`src/rtl/hostlink_pkg.sv`:
```
package hostlink_pkg;
  localparam int CMD_W  = 64;
  localparam int WORD_W = 32;
  localparam int PAY_W  = 48;
  localparam int CODE_W = PAY_W - 1;
  localparam int TAG_W  = CMD_W - PAY_W;

  localparam logic [7:0] DEV_SYS = 8'd0;
  localparam logic [7:0] DEV_CON = 8'd1;
  localparam logic [7:0] OP_EXIT = 8'd0;
  localparam logic [7:0] OP_GET  = 8'd0;
  localparam logic [7:0] OP_PUT  = 8'd1;

  typedef enum logic [1:0] {
    K_EXIT = 2'd0,
    K_PUTC = 2'd1,
    K_GETC = 2'd2,
    K_BAD  = 2'd3
  } cmd_kind_e;
endpackage

```
`src/rtl/hostlink_decode.sv`:
```
module hostlink_decode
  import hostlink_pkg::*;
(
  input  logic [CMD_W-1:0]  word_i,
  output cmd_kind_e         kind_o,
  output logic [7:0]        ch_o,
  output logic [CODE_W-1:0] code_o
);
  logic [7:0] dev, op;

  always_comb begin
    dev    = word_i[63:56];
    op     = word_i[55:48];
    ch_o   = word_i[7:0];
    code_o = word_i[PAY_W-1:1];
    kind_o = K_BAD;
    if (dev == DEV_SYS && op == OP_EXIT && word_i[0])
      kind_o = K_EXIT;
    else if (dev == DEV_CON && op == OP_PUT)
      kind_o = K_PUTC;
    else if (dev == DEV_CON && op == OP_GET)
      kind_o = K_GETC;
  end
endmodule

```
`src/rtl/hostlink_txslot.sv`:
```
module hostlink_txslot #(
  parameter int DATA_W = 8
) (
  input  logic              clk,
  input  logic              rst_n,
  input  logic              load_i,
  input  logic [DATA_W-1:0] data_i,
  output logic              free_o,
  output logic              tx_valid_o,
  input  logic              tx_ready_i,
  output logic [DATA_W-1:0] tx_data_o
);
  logic              vld_q;
  logic [DATA_W-1:0] dat_q;

  assign free_o     = !vld_q || tx_ready_i;
  assign tx_valid_o = vld_q;
  assign tx_data_o  = dat_q;

  always_ff @(posedge clk) begin
    if (!rst_n) begin
      vld_q <= 1'b0;
      dat_q <= '0;
    end else if (load_i) begin
      vld_q <= 1'b1;
      dat_q <= data_i;
    end else if (tx_ready_i) begin
      vld_q <= 1'b0;
    end
  end

  // an offered byte is held until taken
  p_tx_hold_r5: assert property (@(posedge clk) disable iff (!rst_n)
    (vld_q && !tx_ready_i) |=> (vld_q && $stable(dat_q)));

  // the slot is never loaded while a byte is stuck in it
  p_no_overwrite_r5: assert property (@(posedge clk) disable iff (!rst_n)
    load_i |-> free_o);
endmodule

```
`src/rtl/hostlink_mailbox.sv`:
```
module hostlink_mailbox
  import hostlink_pkg::*;
#(
  parameter int ADDR_W = 4,
  parameter int FH_LO  = 0,
  parameter int FH_HI  = 4,
  parameter int TH_LO  = 8,
  parameter int TH_HI  = 12
) (
  input  logic              clk,
  input  logic              rst_n,
  input  logic              reg_wr,
  input  logic [ADDR_W-1:0] reg_addr,
  input  logic [31:0]       reg_wdata,
  output logic [31:0]       reg_rdata,
  output logic              tx_valid,
  input  logic              tx_ready,
  output logic [7:0]        tx_byte,
  input  logic              rx_valid,
  input  logic [7:0]        rx_byte,
  output logic              fh_partial,
  output logic              unsup_pulse,
  output logic              exit_done,
  output logic              exit_pass,
  output logic [46:0]       exit_code
);
  localparam logic [ADDR_W-1:0] A_FHLO = ADDR_W'(FH_LO);
  localparam logic [ADDR_W-1:0] A_FHHI = ADDR_W'(FH_HI);
  localparam logic [ADDR_W-1:0] A_THLO = ADDR_W'(TH_LO);
  localparam logic [ADDR_W-1:0] A_THHI = ADDR_W'(TH_HI);

  logic [CMD_W-1:0]  tohost_q, fromhost_q;
  logic [TAG_W-1:0]  pend_tag_q;
  logic              pend_v_q, allow_q, armed_q, partial_q, unsup_q, done_q;
  logic [CODE_W-1:0] code_q;

  cmd_kind_e         kind;
  logic [7:0]        cmd_ch;
  logic [CODE_W-1:0] cmd_code;
  logic              slot_free, exec, rx_take;
  logic              we_fhlo, we_fhhi, we_thlo, we_thhi;

  hostlink_decode u_decode (
    .word_i (tohost_q),
    .kind_o (kind),
    .ch_o   (cmd_ch),
    .code_o (cmd_code)
  );

  hostlink_txslot #(.DATA_W(8)) u_txslot (
    .clk        (clk),
    .rst_n      (rst_n),
    .load_i     (exec && kind == K_PUTC),
    .data_i     (cmd_ch),
    .free_o     (slot_free),
    .tx_valid_o (tx_valid),
    .tx_ready_i (tx_ready),
    .tx_data_o  (tx_byte)
  );

  assign we_fhlo = reg_wr && reg_addr == A_FHLO;
  assign we_fhhi = reg_wr && reg_addr == A_FHHI;
  assign we_thlo = reg_wr && reg_addr == A_THLO;
  assign we_thhi = reg_wr && reg_addr == A_THHI;

  // a console write waits for room in the output slot
  assign exec    = armed_q && (kind != K_PUTC || slot_free);
  assign rx_take = rx_valid && pend_v_q && !exec;

  always_comb begin
    unique case (reg_addr)
      A_FHLO:  reg_rdata = fromhost_q[31:0];
      A_FHHI:  reg_rdata = fromhost_q[63:32];
      A_THLO:  reg_rdata = tohost_q[31:0];
      A_THHI:  reg_rdata = tohost_q[63:32];
      default: reg_rdata = '0;
    endcase
  end

  always_ff @(posedge clk) begin
    if (!rst_n) begin
      tohost_q   <= '0;
      fromhost_q <= '0;
      pend_tag_q <= '0;
      pend_v_q   <= 1'b0;
      allow_q    <= 1'b0;
      armed_q    <= 1'b0;
      partial_q  <= 1'b0;
      unsup_q    <= 1'b0;
      done_q     <= 1'b0;
      code_q     <= '0;
    end else begin
      unsup_q <= 1'b0;

      if (we_thlo) begin
        if (tohost_q == '0 && !armed_q) begin
          allow_q  <= 1'b1;
          tohost_q <= {32'd0, reg_wdata};
        end else begin
          allow_q  <= 1'b0;
        end
      end
      if (we_thhi && allow_q) begin
        tohost_q[63:32] <= tohost_q[63:32] | reg_wdata;
        armed_q         <= 1'b1;
        allow_q         <= 1'b0;
      end

      if (we_fhlo) begin
        fromhost_q <= {32'd0, reg_wdata};
        partial_q  <= 1'b1;
      end
      if (we_fhhi) begin
        fromhost_q[63:32] <= fromhost_q[63:32] | reg_wdata;
        partial_q         <= 1'b0;
      end

      if (rx_take) begin
        fromhost_q <= {pend_tag_q, 40'd1, rx_byte};
        pend_v_q   <= 1'b0;
      end

      if (exec) begin
        armed_q  <= 1'b0;
        tohost_q <= '0;
        unique case (kind)
          K_PUTC: fromhost_q <= {tohost_q[63:48], 40'd1, cmd_ch};
          K_GETC: begin
            pend_tag_q <= tohost_q[63:48];
            pend_v_q   <= 1'b1;
          end
          K_EXIT: begin
            done_q <= 1'b1;
            code_q <= cmd_code;
          end
          default: begin
            unsup_q    <= 1'b1;
            fromhost_q <= {tohost_q[63:48], 48'd0};
          end
        endcase
      end
    end
  end

  assign fh_partial  = partial_q;
  assign unsup_pulse = unsup_q;
  assign exit_done   = done_q;
  assign exit_pass   = done_q && code_q == '0;
  assign exit_code   = code_q;

  // an executed command leaves to-host empty
  p_clear_after_exec_r3: assert property (@(posedge clk) disable iff (!rst_n)
    exec |=> tohost_q == '0);

  // the exit flag never falls outside reset
  p_done_sticky_r8: assert property (@(posedge clk) disable iff (!rst_n)
    done_q |=> done_q);

  // unsupported indication lasts one cycle
  p_unsup_pulse_r9: assert property (@(posedge clk) disable iff (!rst_n)
    unsup_q |=> !unsup_q);

  // a high-word from-host write ends the partial update
  p_partial_clear_r10: assert property (@(posedge clk) disable iff (!rst_n)
    we_fhhi |=> !partial_q);

  // a rejected low write leaves to-host unchanged
  p_reject_keep_r2: assert property (@(posedge clk) disable iff (!rst_n)
    (we_thlo && tohost_q != '0 && !armed_q && !exec) |=> $stable(tohost_q));
endmodule

```
`config.mk`:
```
export PLATFORM = sky130hd
export DESIGN_NAME = hostlink_mailbox
export DESIGN_NICKNAME = d
export VERILOG_FILES = /design/src/rtl/hostlink_pkg.sv /design/src/rtl/hostlink_decode.sv /design/src/rtl/hostlink_txslot.sv /design/src/rtl/hostlink_mailbox.sv
export SDC_FILE = /design/constraint.sdc
export NUM_CORES = 1
export LEC_CHECK = 0
export BUFFER_PORTS_ARGS = -buffer_cell sky130_fd_sc_hd__buf_2
export CAP_MARGIN = 15
export CORE_UTILIZATION = 40
export DETAILED_ROUTE_END_ITERATION = 7
export PLACE_DENSITY = 0.66
export SYNTH_ARGS = -nofsm -noshare
export SYNTH_HDL_FRONTEND = slang
export SYNTH_HIERARCHICAL = 1
export SYNTH_SLANG_ARGS = --single-unit
```
`constraint.sdc`:
```
create_clock -name clk -period 5 [get_ports clk]
set_input_delay 1 -clock clk [delete_from_list [all_inputs] [get_ports clk]]
set_output_delay 1 -clock clk [all_outputs]
set_load 0.01 [all_outputs]
```
Yosys cells after proc, flatten, opt, wreduce, memory -nomap -nowiden
Index checks and enable logic that the tools add are counted.
{ "totals": {"reg_bits": 206, "latchBits": 0, "mem_bits_rw": 0, "mem_bits_ro": 0, "input_bits": 49, "output_inout_bits": 92, "memories": 0} }
{ "op_classes": {"addsub": 0, "multipliers": 0, "n_div": 0, "order_cmp": 0, "eq_ne": 8, "n_shift": 0, "mux": 19, "n_bitwise": 3, "n_reduce_logical": 39} }
{ "ops": {"columns": ["cell", "n"], "rows": [
  ["$mux 64", 5],
  ["$pmux 32 s4", 1],
  ["$pmux 64 s2", 1],
  ["$logic_not 64->1", 1],
  ["$mux 32", 2],
  ["$or 32x32->32", 2],
  ["$logic_not 47->1", 1],
  ["$eq 8x1->1 const B", 2],
  ["$logic_not 8->1", 2],
  ["$logic_and 1x1->1", 15],
  ["$reduce_and 2->1", 5],
  ["$eq 4x4->1 const B", 2],
  ["$mux 1", 8],
  ["$reduce_or 2->1", 4],
  ["$reduce_bool 2->1", 3],
  ["$eq 4x3->1 const B", 1],
  ["$logic_not 4->1", 1],
  ["$mux 2", 2],
  ["$logic_not 1->1", 3],
  ["$reduce_or 3->1", 1],
  ["$eq 2x1->1 const B", 1],
  ["$eq 2x2->1 const B", 1],
  ["$logic_not 2->1", 1],
  ["$logic_or 1x1->1", 2],
  ["other kinds (2)", 2]
]} }

Logic depth before layout (Yosys ltp)
{ "depth": {"ltp_word": 13, "depth_mapped": 10, "depth_no_buf": 7} }

Hierarchy
Netlist, hierarchy kept.
{ "modules_own_cells": {"columns": ["mod", "n_inst", "cells_each", "area_each_um2", "seq_area_each_um2"], "rows": [
  ["hostlink_mailbox", 1, 980, 8408.1, 3943.8],
  ["hostlink_decode", 1, 66, 471.7, 0.0],
  ["hostlink_txslot", 1, 29, 339.1, 180.2]
]} }

Worst setup path after synthesis
No wires, ideal clock.
{ "synth_path": {"kind": "input -> output", "startpoint": "input port reg_addr[2]", "endpoint": "output port reg_rdata[24]", "t_arrival_ns": 2.062, "required_time_ns": 4.000, "setup_slack_ns": 1.938, "stages": 4, "path_buffers": 2, "path_cell_list": "buf_6 -> buf_2 -> mux4_2 -> nor2b_1"} }
{ "synth_via": {"elab_chain_cells": 2, "elab_cells_between_ends": 5, "cone_classes": "eq/ne: 3; mux: 1; reduce/logical: 1"} }
{ "synth_lines": {"columns": ["element", "line_no", "source"], "rows": [
  ["start: declaration", "hostlink_mailbox.sv:13", "input logic [ADDR_W-1:0] reg_addr,"],
  ["$eq 4x4->1 (tied with other cells)", "hostlink_mailbox.sv:71", "unique case (reg_addr)"],
  ["$pmux 32 s4 (*)", "hostlink_mailbox.sv:71", null],
  ["end: declaration", "hostlink_mailbox.sv:15", "output logic [31:0] reg_rdata,"]
]} }
Every way passes the cells marked *; elsewhere a longest branch is shown, timed or not.

Worst setup path in the final report
{ "layout_path": {"startpoint": "input port reg_addr[2]", "endpoint": "output port reg_rdata[25]"} }
The elaborated chain is that of the path after synthesis.

==> impl_metrics.env <==
export IMPL_grt_pass1_vias=7571
export IMPL_p_int_w=0.002832
export IMPL_yosys_warnings=6
export IMPL_timing_hold_worst_path_depth=2
export IMPL_cts_tree="built"
export IMPL_layout_area_overhead_vs_synth_pct=13.49
export IMPL_time_the_worst_path_needs_with_i_o_delays_and_setup_ns=3.862
export IMPL_worst_setup_path_end_kind="output pin"
export IMPL_setup_violations_final=0
export IMPL_reg2regPathDepth=8
export IMPL_grtUsageTotal=0.2395
export IMPL_clk_root_buffer_cell="clkbuf_16"
export IMPL_min_from="fromhost_q[21]"
export IMPL_hold_ws_ns=0.4549
export IMPL_postSynthCellCount=1075
export IMPL_dominantRegCellSynth="dfxtp_1"
export IMPL_synth_edff_count=0
export IMPL_final_setup_skew_ns=0.009297
export IMPL_clk_insertion_delay_late_ns=0.50
export IMPL_peak_supply_drop_mv=0.2263
export IMPL_routedWlPerCell_um=20.15
export IMPL_post_route_period_util=0.7724
export IMPL_clockBufferDepth=3
export IMPL_critical_path_top_delay_family="buffers and inverters"
export IMPL_post_cts_repair_setup_buffers=0
export IMPL_fmaxAchievable_ghz=0.2589
export IMPL_p_sw_w=0.0008128
export IMPL_grt_first_pass_wirelength_um=44230
export IMPL_setup_tns_ns=0
export IMPL_cp_start_kind="primary input"
export IMPL_mappedNetlistNets=1124
export IMPL_num_rows=55
export IMPL_drv_cap=0
export IMPL_reg2reg_slack_ns=1.77
export IMPL_crit_cells=5
export IMPL_layout_drive_gt1_share=0.2181
export IMPL_share_seq_of_total_power=0.456
export IMPL_worst_path_cell_trace="buf_2 > buf_4 > mux4_2 > nor2b_1 > buf_2"
export IMPL_path_buf_inv=3
export IMPL_hold_viol=0
export IMPL_worstPathMaxFanout=25
export IMPL_status="complete, no violations"
export IMPL_power_per_cell_area_nw_per_um2=348.3
export IMPL_via_per_inst=5.642
export IMPL_synth_sequential_area_ratio=0.4473
export IMPL_leakagePower_nw=3.994
export IMPL_chipHeight_um=153.8
export IMPL_grt_setup_unrepaired="no"
export IMPL_ctsHoldBuffers=0
export IMPL_worst_slew_pin_slew_ns=1.109
export IMPL_cp_slowest_cell="buf_2"
export IMPL_min_delay_path_class="reg2reg"
export IMPL_crit_path_start="reg_addr[2]"
export IMPL_dr_total_vias=8023
export IMPL_drcViolationCount=0
export IMPL_floorplan_die_width_um=153.8
export IMPL_timing_max_transition_violations_final=0
export IMPL_io_buffer_count=140
export IMPL_die_area_um2=23660
export IMPL_tritoncts_num_buffers=22
export IMPL_crit_reg2reg_launch="tohost_q[57]"
export IMPL_layout_commonest_cell="nand2_1"
export IMPL_clkPwrFrac=0.492
export IMPL_core_area_um2=22640
export IMPL_clock_sink_count=206
export IMPL_slew_limit_headroom=0.2580
export IMPL_worst_path_most_repeated_cell="buf_2"
export IMPL_critical_path_reg2reg_endpoint="fromhost_q[14]"
export IMPL_drt_iter0_drc=731
export IMPL_cts_htree_levels=1
export IMPL_worst_setup_path_type="in2out"
export IMPL_drt_pre_antenna_iters=5
export IMPL_finalWeightedCongestion=0.8171
export IMPL_final_instance_count_excl_fill=1422
export IMPL_cts_repair_resize_count=0
export IMPL_synthesis_area_per_instance_um2=8.576
export IMPL_swShare=0.2230
export IMPL_yosysUniqueCellTypes=52
export IMPL_grt_overflow_total=0
export IMPL_dp_hpwl_um=19660
export IMPL_synth_area_um2=9219
export IMPL_power_combinational_fraction=0.051
export IMPL_detail_route_antenna_nets=0
export IMPL_ios=141
export IMPL_initial_antenna_violation_count=1
export IMPL_async_flop_share=0
export IMPL_worst_setup_hold_path_clk_slew_ns=0.06
export IMPL_num_antenna_cells=0
export IMPL_worst_endpoint_arrival_ns=2.86
export IMPL_critical_path_max_stage_delay_ns=0.68
export IMPL_detail_route_wirelength_um=28650
export IMPL_post_layout_net_count=1170
export IMPL_synth_seq_cells=206
export IMPL_dp_cells=1382
export IMPL_whs_endpoint="fromhost_q[21]"
export IMPL_critical_path_required_ns=4.00
export IMPL_initial_util=0.4072
export IMPL_grt_max_degree=68
export IMPL_final_cell_mix="262 x nand2_1, 206 x dfxtp_1, 140 x buf_2"
cell families after synthesis:
| kind of cell | count (synthesis) | share of synthesized area |
|---|---|---|
| DFF | 206 | 0.4473 |
| buffers and inverters | 146 | 0.08958 |
| muxes | 42 | 0.08903 |
| AOI/OAI and AO/OA | 228 | 0.1564 |
| and+or+nand+nor | 453 | 0.2177 |
power by group through the flow:
stage / combinational, W / sequential (W) / clock, W
floorplan: 0.000117 / 0.00169 / 0
global placement: 0.000184 / 0.00170 / 0
detailed placement: 0.000186 / 0.00170 / 0
CTS: 0.000186 / 0.00166 / 0.00181
global route: 0.000201 / 0.00166 / 0.00189
finish: 0.000188 / 0.00166 / 0.00179
flip-flops by register name, indices dropped and copies added, names as in the netlist:
signal               flops
allow_q                  1
armed_q                  1
exit_code               47
exit_done                1
fh_partial               1
fromhost_q              64
pend_tag_q              16
pend_v_q                 1
tohost_q                64
u_txslot/tx_data_o       8
u_txslot/tx_valid_o      1
unsup_pulse              1
worst register-to-register path: cells and delay by family, from the launching register on:
family	cells	cell delay (ns)
buffers and inverters	1	0.25
AOI/OAI and AO/OA	2	0.94
and+or+nand+nor	5	1.58
DFF	1	0.40
routing by layer:
metal,up-vias,wire length (um),part of all wire,track usage
li1,3787,-,-,-
met1,3821,12450,0.43,0.3286
met2,359,13140,0.46,0.3747
met3,54,2316,0.081,0.04989
met4,2,725,0.025,0.07905
met5,-,13,0.00045,0
worst max path at each step:
stage / end / slack [ns]
floorplan: reg_rdata[24] / 1.94
global placement: reg_rdata[24] / 1.13
detailed placement: reg_rdata[25] / 1.11
CTS: reg_rdata[25] / 1.10
global route: reg_rdata[25] / 1.0
finish: reg_rdata[25] / 1.14
metrics by stage:
stage                     total power [W]  utilization  area, um2  worst slack (ns)
after detailed placement         0.001885       0.4264       9654             1.112
after global placement           0.001884       0.4264       9654             1.134
final                            0.003644       0.4621      10460             1.138
after global routing             0.003751       0.4621      10460            0.9975
after CTS                        0.003658       0.4621      10460             1.104
after floorplan                  0.001810            -       9219             1.938
layout make-up:
| class | count | area [um2] |
|---|---|---|
| clock buffer | 31 | 655.6 |
| timing repair buffer | 158 | 848.3 |
| inverter | 10 | 37.54 |
| multi-input combinational | 723 | 4288 |
| clock inverter | 9 | 152.6 |
| sequential | 206 | 4124 |
| tap | 285 | 356.6 |
| fill | 2184 | 12180 |
cell usage after synthesis (2+ instances only):
library cell,count,area share
nand2_1,263,0.11
dfxtp_1,206,0.45
a21oi_1,136,0.074
nor2_1,79,0.032
buf_4,57,0.046
clkbuf_1,51,0.021
nor2b_1,40,0.027
mux4_2,32,0.078
o31ai_1,32,0.026
nor4_1,28,0.019
buf_2,14,0.0076
o32ai_1,13,0.012
nor3_1,11,0.0060
inv_1,10,0.0041
mux2i_1,10,0.011
a211oi_1,7,0.0057
a221oi_1,7,0.0067
a31oi_1,7,0.0048
buf_1,7,0.0029
o41ai_1,7,0.0067
a221oi_2,6,0.0098
buf_6,6,0.0073
or3_1,6,0.0041
nand4_1,4,0.0027
o21ai_0,4,0.0022
nand3_1,3,0.0016
and4_1,2,0.0019
nor2_2,2,0.0014
o211ai_1,2,0.0016
(Power assumes the default switching activity.)
